**src/rtl/rst_seq_pkg.sv**
```systemverilog
package rst_seq_pkg;

    typedef enum logic [1:0] {
        ST_HOLD = 2'd0,
        ST_RUN  = 2'd1,
        ST_OFF  = 2'd2
    } seq_state_e;

    localparam int CAUSE_W    = 3;
    localparam int CAUSE_PIN  = 0;
    localparam int CAUSE_WDG  = 1;
    localparam int CAUSE_WAKE = 2;

    typedef logic [CAUSE_W-1:0] cause_t;

endpackage

```
**src/rtl/rst_sync2.sv**
```systemverilog
module rst_sync2 #(
    parameter int WIDTH = 2
) (
    input  logic             clk,
    input  logic             por_n,
    input  logic [WIDTH-1:0] d,
    output logic [WIDTH-1:0] q
);
    logic [WIDTH-1:0] stage1;
    logic [WIDTH-1:0] stage2;

    for (genvar i = 0; i < WIDTH; i++) begin : g_bit
        always_ff @(posedge clk or negedge por_n) begin
            if (!por_n) begin
                stage1[i] <= 1'b0;
                stage2[i] <= 1'b0;
            end else begin
                stage1[i] <= d[i];
                stage2[i] <= stage1[i];
            end
        end
    end

    assign q = stage2;
endmodule

```
**src/rtl/rst_wdg_timer.sv**
```systemverilog
module rst_wdg_timer #(
    parameter int          CNT_W       = 16,
    parameter logic [15:0] RELOAD_INIT = 16'hFFFF
) (
    input  logic             clk,
    input  logic             por_n,
    input  logic             run,
    input  logic             kick,
    input  logic             reload_we,
    input  logic [CNT_W-1:0] reload_val,
    output logic             expire
);
    localparam logic [CNT_W-1:0] INIT_V = CNT_W'(RELOAD_INIT);

    logic [CNT_W-1:0] reload_q;
    logic [CNT_W-1:0] cnt_q;

    always_ff @(posedge clk or negedge por_n) begin
        if (!por_n) begin
            reload_q <= INIT_V;
        end else if (reload_we) begin
            reload_q <= reload_val;
        end
    end

    // Frozen at the reload value whenever the system is not running.
    always_ff @(posedge clk or negedge por_n) begin
        if (!por_n) begin
            cnt_q <= INIT_V;
        end else if (!run || kick) begin
            cnt_q <= reload_q;
        end else if (cnt_q != '0) begin
            cnt_q <= cnt_q - CNT_W'(1);
        end
    end

    assign expire = run && !kick && (cnt_q == '0);
endmodule

```
**src/rtl/rst_dsp_gate.sv**
```systemverilog
module rst_dsp_gate #(
    parameter int DSP_LAG = 16
) (
    input  logic clk,
    input  logic por_n,
    input  logic run,
    input  logic en_we,
    input  logic en_val,
    output logic dsp_en,
    output logic dsp_hold
);
    localparam int           LW    = $clog2(DSP_LAG + 1);
    localparam logic [LW-1:0] LAG_V = LW'(DSP_LAG);

    logic          en_q;
    logic [LW-1:0] lag_q;

    always_ff @(posedge clk or negedge por_n) begin
        if (!por_n) begin
            en_q <= 1'b0;
        end else if (!run) begin
            en_q <= 1'b0;
        end else if (en_we) begin
            en_q <= en_val;
        end
    end

    always_ff @(posedge clk or negedge por_n) begin
        if (!por_n) begin
            lag_q <= '0;
        end else if (!en_q || !run) begin
            lag_q <= '0;
        end else if (lag_q != LAG_V) begin
            lag_q <= lag_q + LW'(1);
        end
    end

    assign dsp_en   = en_q;
    assign dsp_hold = !run || !en_q || (lag_q != LAG_V);
endmodule

```
**src/rtl/rst_seq_fsm.sv**
```systemverilog
module rst_seq_fsm
    import rst_seq_pkg::*;
#(
    parameter int FETCH_DELAY = 4096
) (
    input  logic   clk,
    input  logic   por_n,
    input  logic   pin_s,
    input  logic   wake_s,
    input  logic   wdg_exp,
    input  logic   off_req,
    input  logic   cause_rd,
    output logic   mcu_hold,
    output logic   clk_en_q,
    output logic   run,
    output cause_t cause_q
);
    localparam int            CW   = $clog2(FETCH_DELAY);
    localparam logic [CW-1:0] LAST = CW'(FETCH_DELAY - 1);

    seq_state_e    state_q, state_d;
    logic [CW-1:0] cnt_q, cnt_d;
    logic          wake_prev_q;
    logic          wake_rise;
    cause_t        ev;

    assign wake_rise = wake_s && !wake_prev_q;

    // State register
    always_ff @(posedge clk or negedge por_n) begin
        if (!por_n) begin
            state_q     <= ST_HOLD;
            cnt_q       <= '0;
            wake_prev_q <= 1'b0;
        end else begin
            state_q     <= state_d;
            cnt_q       <= cnt_d;
            wake_prev_q <= wake_s;
        end
    end

    // Next state, delay counter and reset events
    always_comb begin
        state_d = state_q;
        ev      = '0;
        unique case (state_q)
            ST_HOLD: begin
                if (pin_s) begin
                    ev[CAUSE_PIN] = 1'b1;
                end else if (cnt_q == LAST) begin
                    state_d = ST_RUN;
                end
            end
            ST_RUN: begin
                if (pin_s) begin
                    state_d        = ST_HOLD;
                    ev[CAUSE_PIN]  = 1'b1;
                end else if (wdg_exp) begin
                    state_d        = ST_HOLD;
                    ev[CAUSE_WDG]  = 1'b1;
                end else if (off_req) begin
                    state_d        = ST_OFF;
                end
            end
            ST_OFF: begin
                if (pin_s) begin
                    state_d        = ST_HOLD;
                    ev[CAUSE_PIN]  = 1'b1;
                end else if (wake_rise) begin
                    state_d        = ST_HOLD;
                    ev[CAUSE_WAKE] = 1'b1;
                end
            end
            default: state_d = ST_HOLD;
        endcase

        if (state_q == ST_HOLD && state_d == ST_HOLD && !pin_s) begin
            cnt_d = cnt_q + CW'(1);
        end else begin
            cnt_d = '0;
        end
    end

    // Registered outputs
    always_ff @(posedge clk or negedge por_n) begin
        if (!por_n) begin
            mcu_hold <= 1'b1;
            clk_en_q <= 1'b1;
            cause_q  <= '0;
        end else begin
            mcu_hold <= (state_d != ST_RUN);
            clk_en_q <= (state_d != ST_OFF);
            if (ev != '0) begin
                cause_q <= ev;
            end else if (cause_rd) begin
                cause_q <= '0;
            end
        end
    end

    assign run = (state_q == ST_RUN);
endmodule

```
**src/rtl/rst_seq_ctrl.sv**
```systemverilog
module rst_seq_ctrl
    import rst_seq_pkg::*;
#(
    parameter int          FETCH_DELAY = 4096,
    parameter int          DSP_LAG     = 16,
    parameter int          WDG_W       = 16,
    parameter logic [15:0] WDG_INIT    = 16'hFFFF
) (
    input  logic               clk,
    input  logic               por_n,
    input  logic               ext_rst_pin,
    input  logic               wake_irq,
    input  logic               off_req,
    input  logic               wdg_kick,
    input  logic               wdg_reload_we,
    input  logic [WDG_W-1:0]   wdg_reload_val,
    input  logic               dsp_en_we,
    input  logic               dsp_en_val,
    input  logic               cause_rd,
    output logic               mcu_rst,
    output logic               dsp_rst,
    output logic               clk_en,
    output logic [CAUSE_W-1:0] cause
);
    logic [1:0] async_in;
    logic [1:0] sync_out;
    logic       pin_s;
    logic       wake_s;
    logic       wdg_exp;
    logic       mcu_hold;
    logic       run;
    logic       dsp_en;
    logic       dsp_hold;
    cause_t     cause_q;

    assign async_in = {wake_irq, ext_rst_pin};
    assign pin_s    = sync_out[0];
    assign wake_s   = sync_out[1];

    rst_sync2 #(.WIDTH(2)) u_sync (
        .clk   (clk),
        .por_n (por_n),
        .d     (async_in),
        .q     (sync_out)
    );

    rst_seq_fsm #(.FETCH_DELAY(FETCH_DELAY)) u_fsm (
        .clk      (clk),
        .por_n    (por_n),
        .pin_s    (pin_s),
        .wake_s   (wake_s),
        .wdg_exp  (wdg_exp),
        .off_req  (off_req),
        .cause_rd (cause_rd),
        .mcu_hold (mcu_hold),
        .clk_en_q (clk_en),
        .run      (run),
        .cause_q  (cause_q)
    );

    rst_wdg_timer #(.CNT_W(WDG_W), .RELOAD_INIT(WDG_INIT)) u_wdg (
        .clk        (clk),
        .por_n      (por_n),
        .run        (run),
        .kick       (wdg_kick),
        .reload_we  (wdg_reload_we),
        .reload_val (wdg_reload_val),
        .expire     (wdg_exp)
    );

    rst_dsp_gate #(.DSP_LAG(DSP_LAG)) u_dsp (
        .clk      (clk),
        .por_n    (por_n),
        .run      (run),
        .en_we    (dsp_en_we),
        .en_val   (dsp_en_val),
        .dsp_en   (dsp_en),
        .dsp_hold (dsp_hold)
    );

    // Asserted at once by the raw pin, released only from registered state.
    assign mcu_rst = mcu_hold | ext_rst_pin;
    assign dsp_rst = dsp_hold | ext_rst_pin;
    assign cause   = cause_q;
endmodule

```
**config.mk**
```make
export PLATFORM = sky130hd
export DESIGN_NAME = rst_seq_ctrl
export DESIGN_NICKNAME = d
export VERILOG_FILES = /design/src/rtl/rst_seq_pkg.sv /design/src/rtl/rst_sync2.sv /design/src/rtl/rst_wdg_timer.sv /design/src/rtl/rst_dsp_gate.sv /design/src/rtl/rst_seq_fsm.sv /design/src/rtl/rst_seq_ctrl.sv
export SDC_FILE = /design/constraint.sdc
export NUM_CORES = 1
export LEC_CHECK = 0
export BUFFER_PORTS_ARGS = -buffer_cell sky130_fd_sc_hd__buf_2
export CAP_MARGIN = 5
export CORE_MARGIN = 2
export CORE_UTILIZATION = 60
export DETAILED_ROUTE_END_ITERATION = 10
export GPL_ROUTABILITY_DRIVEN = 0
export PLACE_DENSITY_LB_ADDON = 0.25
export SYNTH_ARGS = -nofsm -noshare
export SYNTH_HDL_FRONTEND = slang
export SYNTH_HIERARCHICAL = 1
export SYNTH_SLANG_ARGS = --single-unit
```
**constraint.sdc**
```tcl
create_clock -name clk -period 4.95 [get_ports clk]
set_input_delay 0.495 -clock clk [delete_from_list [all_inputs] [get_ports clk]]
set_output_delay 0.495 -clock clk [all_outputs]
set_load 0.1 [all_outputs]
```
==> results.yml, run 1 <==
status:
  outcome: "finished, final reports clean"
critical_path:
  r2r-start: "u_wdg/cnt_q[4]"
  cp_cell_sequence: "inv_1 -> nor2_1 -> buf_4 -> nand3_1 -> or2_1 -> buf_2"
  path_depth: 6
  cp.required_ps: 4450
  critPathSlowestCell: "dfrtp_1"
  startpoint: "u_fsm/state_q[0]"
  worst-path-buf-inv: 3
  rr_worst_depth: 6
  start_kind: "flip-flop"
  crit_path_max_fanout: 15
  r2r_end: "u_fsm/cause_q[2]"
  r2r_setup_slack_ps: 2690
  end_kind: "output pin"
  arrival_ps: 1850
  cp_top_family: "buffers and inverters"
  path_class: "reg2out"
  worstSetupEndpoint: "dsp_rst"
  max_stage_delay_ps: 410
cts:
  post_cts_resized: 0
  ctsHoldBuffers: 0
  cts_buffers: 9
  clkTransAtPathRegs_ps: 70
  cts_tree: "done"
  cts-root-buf: "clkbuf_8"
  cts_setup_buffers: 0
  clock_latency_ps: 350
  h-tree-depth: 3
  cts_buffer_depth: 2
  cts_sinks: 62
pwr:
  clkPwrFrac_pct: 37.3
  p_total_mw: 1.09
  swShare_pct: 24.3
  power.switching_uw: 265
  p_int_uw: 825
  p_leak_nw: 1.39
  p_seq_share_pct: 54.1
  power_frac_comb_pct: 8.6
  irDropWorstVdd_uv: 266
  p_per_area_nw_per_um2: 319
layout:
  fillCellCount: 375
  n_antenna_cell: 0
  fin_area_um2: 3420
  drive_gt1_share_pct: 35.4
  fin_util_pct: 71.4
  final-seq-area_um2: 1590
  syn_to_final_growth_pct: 13.1
  layout.nets: 339
  multi_input_area_um2: 1350
drt:
  drtPass1Iterations: 4
  vias: 2171
  totalWireLength_mm: 5.69
  via_per_inst: 5.70
  ant_nets: 0
  drc: 0
  wl_per_cell_um: 14.9
  drt_iter0_markers: 148
synthesis:
  synth_cell_type_count: 56
  syn_nets: 304
  synth_seq_cells: 62
  synthCells: 274
  ys_seq_area_share_pct: 52.8
  yosysWarnings: 6
  yosys_most_used_dff: "dfstp_2"
  synth_edf_count: 0
  postSynthAreaPerCell_um2: 11.0
  synth.cell_area_um2: 3020
  ys_async_sr_fraction_pct: 100
die:
  fp.dieH_um: 75.0
  start_util_pct: 63.1
  io_pins: 32
  die_w_um: 75.0
  fp.dieArea_um2: 5620
  core_area_um2: 4790
  num_rows: 25
sta:
  slew_headroom_pct: 50.3
  clock_skew_ps: 10.1
  rsz0062_at_grt: "false"
  period_share_pct: 47.5
  fmax_ghz: 0.426
  slew_violations: 0
  post-route-min-period_ps: 2350
  finalSetupViolCount: 0
  finalSetupTns_ps: 0
  worst_pin_slew_ps: 746
  final_hold_viol_count: 0
  holdWs_ps: 258
worst_hold_path:
  hp-start: "wake_irq"
  hp-class: "in2reg"
global_routing:
  grt_max_degree: 63
  grt_overflow: 0
  grt_use_total_pct: 23.4
  grt_pass1_wl_mm: 9.65
  grt_pass1_vias: 2091
  antenna_found_initial: 0
job:
  max_cap_viol_count: 0
placed_design:
  dp_hpwl_mm: 3.83
  port_buffers: 31
  placed_area_um2: 3230
## cell usage after synthesis (all sizes together), types with 8 or more instances
| master | instances | area share [%] |
|---|---|---|
| nand2 | 11 | 1.5 |
| dfstp | 34 | 30 |
| nand3 | 18 | 3.1 |
| xor2 | 8 | 2.3 |
| nor3 | 8 | 1.7 |
| nor2 | 32 | 4.0 |
| mux2 | 16 | 6.0 |
| o21ai | 10 | 1.7 |
| dfrtp | 28 | 23 |
| nand4 | 8 | 1.9 |
| inv | 9 | 1.1 |
## cell usage in the layout, fill, tap and decap left out, types with 2 or more instances in the layout
| master | netlist | routed |
|---|---|---|
| ha_1 | 4 | 4 |
| mux2_2 | 16 | 16 |
| dfrtp_1 | 28 | 28 |
| nor2b_1 | 7 | 7 |
| a211oi_1 | 4 | 4 |
| buf_2 | 2 | 31 |
| a21oi_1 | 6 | 6 |
| o21ai_0 | 10 | 10 |
| nand2b_1 | 2 | 2 |
| nand4b_1 | 2 | 2 |
| or2_1 | 2 | 2 |
| dfstp_2 | 34 | 34 |
| nor4_2 | 2 | 2 |
| inv_1 | 9 | 9 |
| and3_1 | 2 | 2 |
| clkbuf_8 | 0 | 12 |
| nor3_1 | 6 | 6 |
| nand4_1 | 7 | 7 |
| nor3_2 | 2 | 2 |
| nand2_1 | 10 | 10 |
| buf_4 | 0 | 3 |
| mux2i_1 | 7 | 7 |
| o31ai_1 | 3 | 3 |
| nor2_1 | 32 | 32 |
| o22ai_1 | 2 | 2 |
| or4_1 | 2 | 2 |
| xnor2_1 | 6 | 6 |
| nand3_1 | 17 | 17 |
| nand3b_1 | 3 | 3 |
| a31oi_1 | 6 | 6 |
| xor2_1 | 8 | 8 |
| clkbuf_1 | 7 | 3 |
## cell families (layout without fill, tap and decap cells)
group / Yosys count / count (layout) / share of synthesized area (%)
compound gates: 42 / 42 / 9.11
xor+xnor: 14 / 14 / 4.06
fa+ha+maj: 4 / 4 / 1.66
buf+inv: 19 / 59 / 2.69
flops: 62 / 62 / 52.8
mux: 23 / 23 / 8.29
simple gates: 110 / 110 / 21.4
## worst min path at each step
stage,cells after the start,to,slack [ps]
finish,1,u_sync/stage1[1],260
global route,1,u_sync/stage1[1],250
CTS,1,u_sync/stage1[1],250
detailed placement,0,u_sync/q[0],340
global placement,0,u_sync/q[1],330
floorplan,0,u_dsp/dsp_en,200
## layout make-up
cell class,instances,area share (%)
Sequential cell,62,46.7
Inverter,9,0.989
Multi-Input combinational cell,193,39.4
Clock inverter,1,0.147
Clock buffer,15,5.16
Timing Repair Buffer,34,5.20
Tap cell,67,2.45
## through the flow
stage | cells | setup WS, ps
floorplan | 274 | 2860
global placement | 365 | 2790
detailed placement | 365 | 2710
CTS | 381 | 2580
global route | 381 | 2440
finish | 381 | 2600
## routing by layer
| metal | up-vias | global-route usage, % | part of all wire, % |
|---|---|---|---|
| li1 | 1068 | - | - |
| met1 | 1052 | 33.2 | 49 |
| met2 | 43 | 33.5 | 45 |
| met3 | 8 | 8.43 | 4.2 |
| met4 | 0 | 7.94 | 1.9 |
| met5 | - | 0 | 0 |
## power groups by stage
stage | Sequential (mW) | Combinational, mW | Clock [mW]
after floorplan | 0.592 | 0.0594 | 0
after global placement | 0.594 | 0.0911 | 0
after detailed placement | 0.597 | 0.0946 | 0
after CTS | 0.589 | 0.0952 | 0.417
after global routing | 0.595 | 0.107 | 0.440
final | 0.589 | 0.0940 | 0.406
## state kept, by name, indices dropped and copies added, names as in the netlist
| name | flops |
|---|---|
| u_fsm/wake_prev_q | 1 |
| u_wdg/reload_q | 16 |
| u_sync/stage1 | 2 |
| u_fsm/clk_en_q | 1 |
| u_fsm/mcu_hold | 1 |
| u_wdg/cnt_q | 16 |
| u_dsp/lag_q | 5 |
| u_fsm/cnt_q | 12 |
| u_dsp/dsp_en | 1 |
| u_fsm/state_q | 2 |
| u_sync/q | 2 |
| u_fsm/cause_q | 3 |
Power figures use the tool's default switching activity.
==> run 2, diff against run 1 <==
Settings changed: ABC_AREA set to 1, CORE_UTILIZATION 60 to 53.
Clock period 4.95 ns to 1.9 ns, I/O delays scaled along.
==> results.yml, run 2 <==
sta:
  finalSetupViolCount: 0
  rsz0062_at_grt: "false"
  post-route-min-period_ps: 1760
  final_hold_viol_count: 0
  finalSetupTns_ps: 0
  period_share_pct: 92.5
  worst_pin_slew_ps: 488
  fmax_ghz: 0.569
  slew_violations: 0
  slew_headroom_pct: 67.7
  clock_skew_ps: 8.65
die:
  num_rows: 28
  fp.dieH_um: 82.3
  die_w_um: 82.3
  start_util_pct: 54.9
  core_area_um2: 5920
  fp.dieArea_um2: 6780
  io_pins: 32
drt:
  ant_nets: 0
  drt_iter0_markers: 168
  drtPass1Iterations: 4
  totalWireLength_mm: 6.12
  wl_per_cell_um: 11.6
  via_per_inst: 4.93
  drc: 0
  vias: 2600
synthesis:
  synthCells: 405
  synth_edf_count: 0
  postSynthAreaPerCell_um2: 8.03
  synth_common_cells: "nand2_1, inv_1, nor2_1, dfstp_2, dfrtp_1"
  synth.cell_area_um2: 3250
  yosys_most_used_dff: "dfstp_2"
  synth_seq_cells: 62
  yosysWarnings: 6
  synth_top_area_share_pct: 27.5
  syn_nets: 435
  synthTopCellsByArea: "dfstp_2, dfrtp_1, nand2_1"
  ys_async_sr_fraction_pct: 100
  synth_top_cell_by_area: "dfstp_2"
  ys_seq_area_share_pct: 49.0
  synth_cell_type_count: 28
  synth.most_common_cell: "nand2_1"
critical_path:
  crit_path_max_fanout: 6
  end_kind: "output pin"
  r2r-start: "u_wdg/cnt_q[0]"
  path_class: "reg2out"
  start_kind: "flip-flop"
  arrival_ps: 1570
  startpoint: "u_fsm/state_q[1]"
  cp.required_ps: 1710
global_routing:
  grt_pass1_vias: 2437
  grt_overflow: 0
  grt_use_total_pct: 20.7
  grt_max_degree: 63
  grt_pass1_wl_mm: 10.5
  antenna_found_initial: 0
cts:
  cts-root-buf: "clkbuf_8"
  h-tree-depth: 3
  clock_latency_ps: 340
  cts_sinks: 62
  cts_tree: "done"
  cts_buffers: 9
  cts_buffer_depth: 2
  clkTransAtPathRegs_ps: 70
layout:
  instances_no_fill: 527
  layout.nets: 477
  fin_util_pct: 63.1
  drive_gt1_share_pct: 25.9
  reg.largest.list: "u_wdg/cnt_q x16, u_wdg/reload_q x16, u_fsm/cnt_q x12"
  layout_common_cells: "nand2_1, inv_1, nor2_1"
  syn_to_final_growth_pct: 14.9
  n_antenna_cell: 0
  final_common_cell: "nand2_1"
  fillCellCount: 501
status:
  outcome: "finished, final reports clean"
pwr:
  irDropWorstVdd_uv: 517
  p_per_area_nw_per_um2: 756
  p_leak_nw: 1.78
worst_hold_path:
  hp-class: "in2reg"
  hp-start: "dsp_en_we"
job:
  max_cap_viol_count: 0
placed_design:
  port_buffers: 31
  dp.cells: 507
  dp_hpwl_mm: 4.36
run 2: cell count changes after synthesis, sizes merged, moves of 4 or more:
cell / change
inv: +54
clkbuf: -5
o21ai: +14
mux2i: -7
nand3: +13
nor2: +40
nor3: -6
a31oi: -6
nor2b: -7
xor2: -5
mux2: -8
nand2: +95
a211oi: -4
run 2: worst max-delay path: stages (launching register included):
cell and delay, ps:
dfrtp_1 380, inv_1 90, nand2_1 90, inv_1 100
nand2_1 80, inv_2 100, nand3_1 80, inv_1 50
nand2_1 80, buf_12 170
run 2: cells by family (layout without fill, tap and decap cells):
logic type | Yosys count | in the layout | synth area share, %
compound gates | 33 | 33 | 5.35
xor+xnor | 8 | 8 | 2.15
fa+ha+maj | 4 | 4 | 1.54
buf+inv | 70 | 117 | 8.77
flops | 62 | 62 | 49.0
mux | 8 | 8 | 2.77
simple gates | 220 | 220 | 30.4
run 2: report_power, final:
part           switching, mW  leakage (nW)  internal [mW]
Sequential            0.0576         0.732           1.45
Combinational          0.184         0.960          0.119
Clock                  0.510        0.0893          0.508
Total                  0.752          1.78           2.07
run 2: repair_timing:
action                     CTS  global route
setup endpoints to repair    0            14
resized for setup            0             3
hold buffers                 3             0
hold endpoints to repair    30             0
buffers inserted             0             1
run 2: layout make-up:
class	instances	area, um^2	area share [%]
Timing Repair Buffer	38	243	6.49
Clock inverter	5	35.0	0.937
Inverter	63	236	6.33
Multi-Input combinational cell	273	1390	37.3
Sequential cell	62	1590	42.7
Clock buffer	11	141	3.78
Tap cell	75	93.8	2.51
run 2: stage by stage:
stage / area (um^2) / power (mW) / setup WS, ps / hold slack, ps
3_5_place_dp: 3500 / 1.82 / 71.3 / 225
6_report: 3740 / 2.83 / 143 / 29.8
4_1_cts: 3710 / 2.86 / 50.2 / 15.2
3_3_place_gp: 3500 / 1.81 / 135 / 222
2_1_floorplan: 3250 / 1.71 / 207 / -106
5_1_grt: 3740 / 2.98 / 12.0 / 9.09
run 2: worst paths after layout:
path | end | slack (ps) | cells after the start
min in group asynchronous | u_fsm/cnt_q[1] | 400 | 3
hold / removal | u_dsp/dsp_en | 30 | 2
setup / recovery | dsp_rst | 140 | 9
max in group asynchronous | u_wdg/cnt_q[9] | 1190 | 3
hold reg to reg | u_sync/q[1] | 350 | 0
setup reg to reg | u_fsm/cnt_q[1] | 210 | 10
run 2: metal layers:
layer  up-vias  GRT usage [%]  wire length [um]
met1      1197           26.2              2980
li1       1344              -                 -
met3         9           5.22               229
met5         -              0                 0
met4         0           11.2               115
met2        50           32.6              2790
==> run 3, diff against run 2 <==
Settings changed: ABC_AREA 1 to 0.
==> results.yml, run 3 (same netlist as run 1, synthesis figures left out) <==
critical_path:
  path_class: "reg2out"
  end_kind: "output pin"
  max_stage_delay_ps: 380
  rr_worst_depth: 7
  r2r-start: "u_wdg/cnt_q[1]"
  cp_cell_sequence: "inv_1 -> ha_1 -> and4bb_4 -> nand3_1 -> or2_1 -> buf_12"
  r2r_end: "u_wdg/cnt_q[1]"
  cp.required_ps: 1710
  crit_path_max_fanout: 3
  start_kind: "flip-flop"
  critPathSlowestCell: "dfrtp_1"
  r2r_setup_slack_ps: 80
  arrival_ps: 1670
placed_design:
  port_buffers: 31
  dp_hpwl_mm: 4.04
  pre_cts_slack_ps: 32.8
  placed_area_um2: 3340
die:
  core_area_um2: 5510
  io_pins: 32
  die_w_um: 79.5
  start_util_pct: 54.9
  fp.dieArea_um2: 6320
  fp.dieH_um: 79.5
  num_rows: 27
global_routing:
  grt_pass1_vias: 2241
  grt_max_degree: 63
  antenna_found_initial: 0
  grt_use_total_pct: 20.6
  grt_overflow: 0
  grt_pass1_wl_mm: 9.92
layout:
  syn_to_final_growth_pct: 20.0
  reg.largest.list: "u_wdg/cnt_q x16, u_wdg/reload_q x16, u_fsm/cnt_q x12"
  fillCellCount: 434
  n_antenna_cell: 0
  layout_common_cells: "dfstp_2, nor2_1, buf_2"
  drive_gt1_share_pct: 38.6
  layout.nets: 359
  fin_area_um2: 3630
  final_common_cell: "dfstp_2"
sta:
  period_share_pct: 98.1
  worst_pin_slew_ps: 488
  slew_violations: 0
  clock_skew_ps: 6.38
  finalSetupTns_ps: 0
  finalSetupViolCount: 0
  rsz0062_at_grt: "true"
  holdWs_ps: 63.3
  final_hold_viol_count: 0
  fmax_ghz: 0.536
  setup_slack_ps: 35.2
  slew_headroom_pct: 67.7
  post-route-min-period_ps: 1860
cts:
  cts_buffer_depth: 2
  clock_latency_ps: 340
  cts_tree: "done"
  cts_buffers: 9
  h-tree-depth: 3
  cts_sinks: 62
  clkTransAtPathRegs_ps: 60
  cts-root-buf: "clkbuf_8"
job:
  max_cap_viol_count: 0
worst_hold_path:
  holdPathStages: 2
  hp-start: "off_req"
  min_to: "u_fsm/state_q[0]"
  hp-class: "in2reg"
drt:
  wl_per_cell_um: 15.0
  drtPass1Iterations: 4
  totalWireLength_mm: 6.11
  vias: 2298
  drt_iter0_markers: 152
  ant_nets: 0
  via_per_inst: 5.66
  drc: 0
pwr:
  irDropWorstVdd_uv: 422
  p_per_area_nw_per_um2: 780
  p_total_mw: 2.83
  p_leak_nw: 1.52
status:
  outcome: "finished, final reports clean"
[run 3: report_power, final]
| group | total, mW | leakage (nW) | internal, mW | switching [mW] |
|---|---|---|---|---|
| Clock | 1.02 | 0.0877 | 0.545 | 0.475 |
| Sequential | 1.54 | 0.732 | 1.46 | 0.0841 |
| Combinational | 0.267 | 0.699 | 0.132 | 0.135 |
| Total | 2.83 | 1.52 | 2.13 | 0.694 |
[run 3: how the worst max path moves through the flow]
| stage | from | slack, ps | end | cells past startpoint |
|---|---|---|---|---|
| final | u_dsp/lag_q[0] | 40 | dsp_rst | 6 |
| after global routing | u_dsp/lag_q[0] | -40 | dsp_rst | 6 |
| after CTS | u_wdg/cnt_q[1] | 4 | u_wdg/cnt_q[1] | 7 |
| after detailed placement | u_wdg/cnt_q[1] | 30 | u_wdg/cnt_q[1] | 7 |
| after global placement | u_wdg/cnt_q[0] | 100 | u_wdg/cnt_q[1] | 7 |
| after floorplan | u_wdg/cnt_q[4] | 70 | u_fsm/clk_en_q | 7 |
[run 3: through the flow]
stage	util [%]	std cells
floorplan	-	274
global placement	60.7	381
detailed placement	60.7	381
CTS	64.8	402
global route	65.8	406
finish	65.8	406
[run 3: final cells by class]
cell class / count / area (um^2) / share of cell area (%)
repair buffers: 54 / 367 / 10.1
clock inverters: 1 / 5.00 / 0.138
flip-flops and latches: 62 / 1590 / 44.0
clock buffers: 15 / 166 / 4.59
multi-input cells: 193 / 1370 / 37.8
well taps: 72 / 90.1 / 2.48
inverters: 9 / 33.8 / 0.932
[run 3: worst max-delay path: cells and delay by family, from the launching register on]
family / cells / cell delay [ps]
flip-flops: 1 / 380
buffers and inverters: 2 / 230
adder cells (fa/ha/maj): 1 / 130
AND/OR/NAND/NOR: 3 / 590
[run 3: repair_timing]
action                                 CTS  global route
setup buffers                            2             4
endpoints found under the hold margin   30             0
pin swaps                                0             2
cloned                                   0             0
setup endpoints to repair                1             7
hold buffers                             3             0
resized for setup                        4             6
[run 3: routing by layer]
layer  track usage [%]  up-vias  part of all wire (%)
met3              4.07       13                   4.3
met4              12.1        0                   1.9
met5                 0        -                     0
li1                  -     1107                     -
met2              32.2       47                    47
met1              26.5     1131                    47
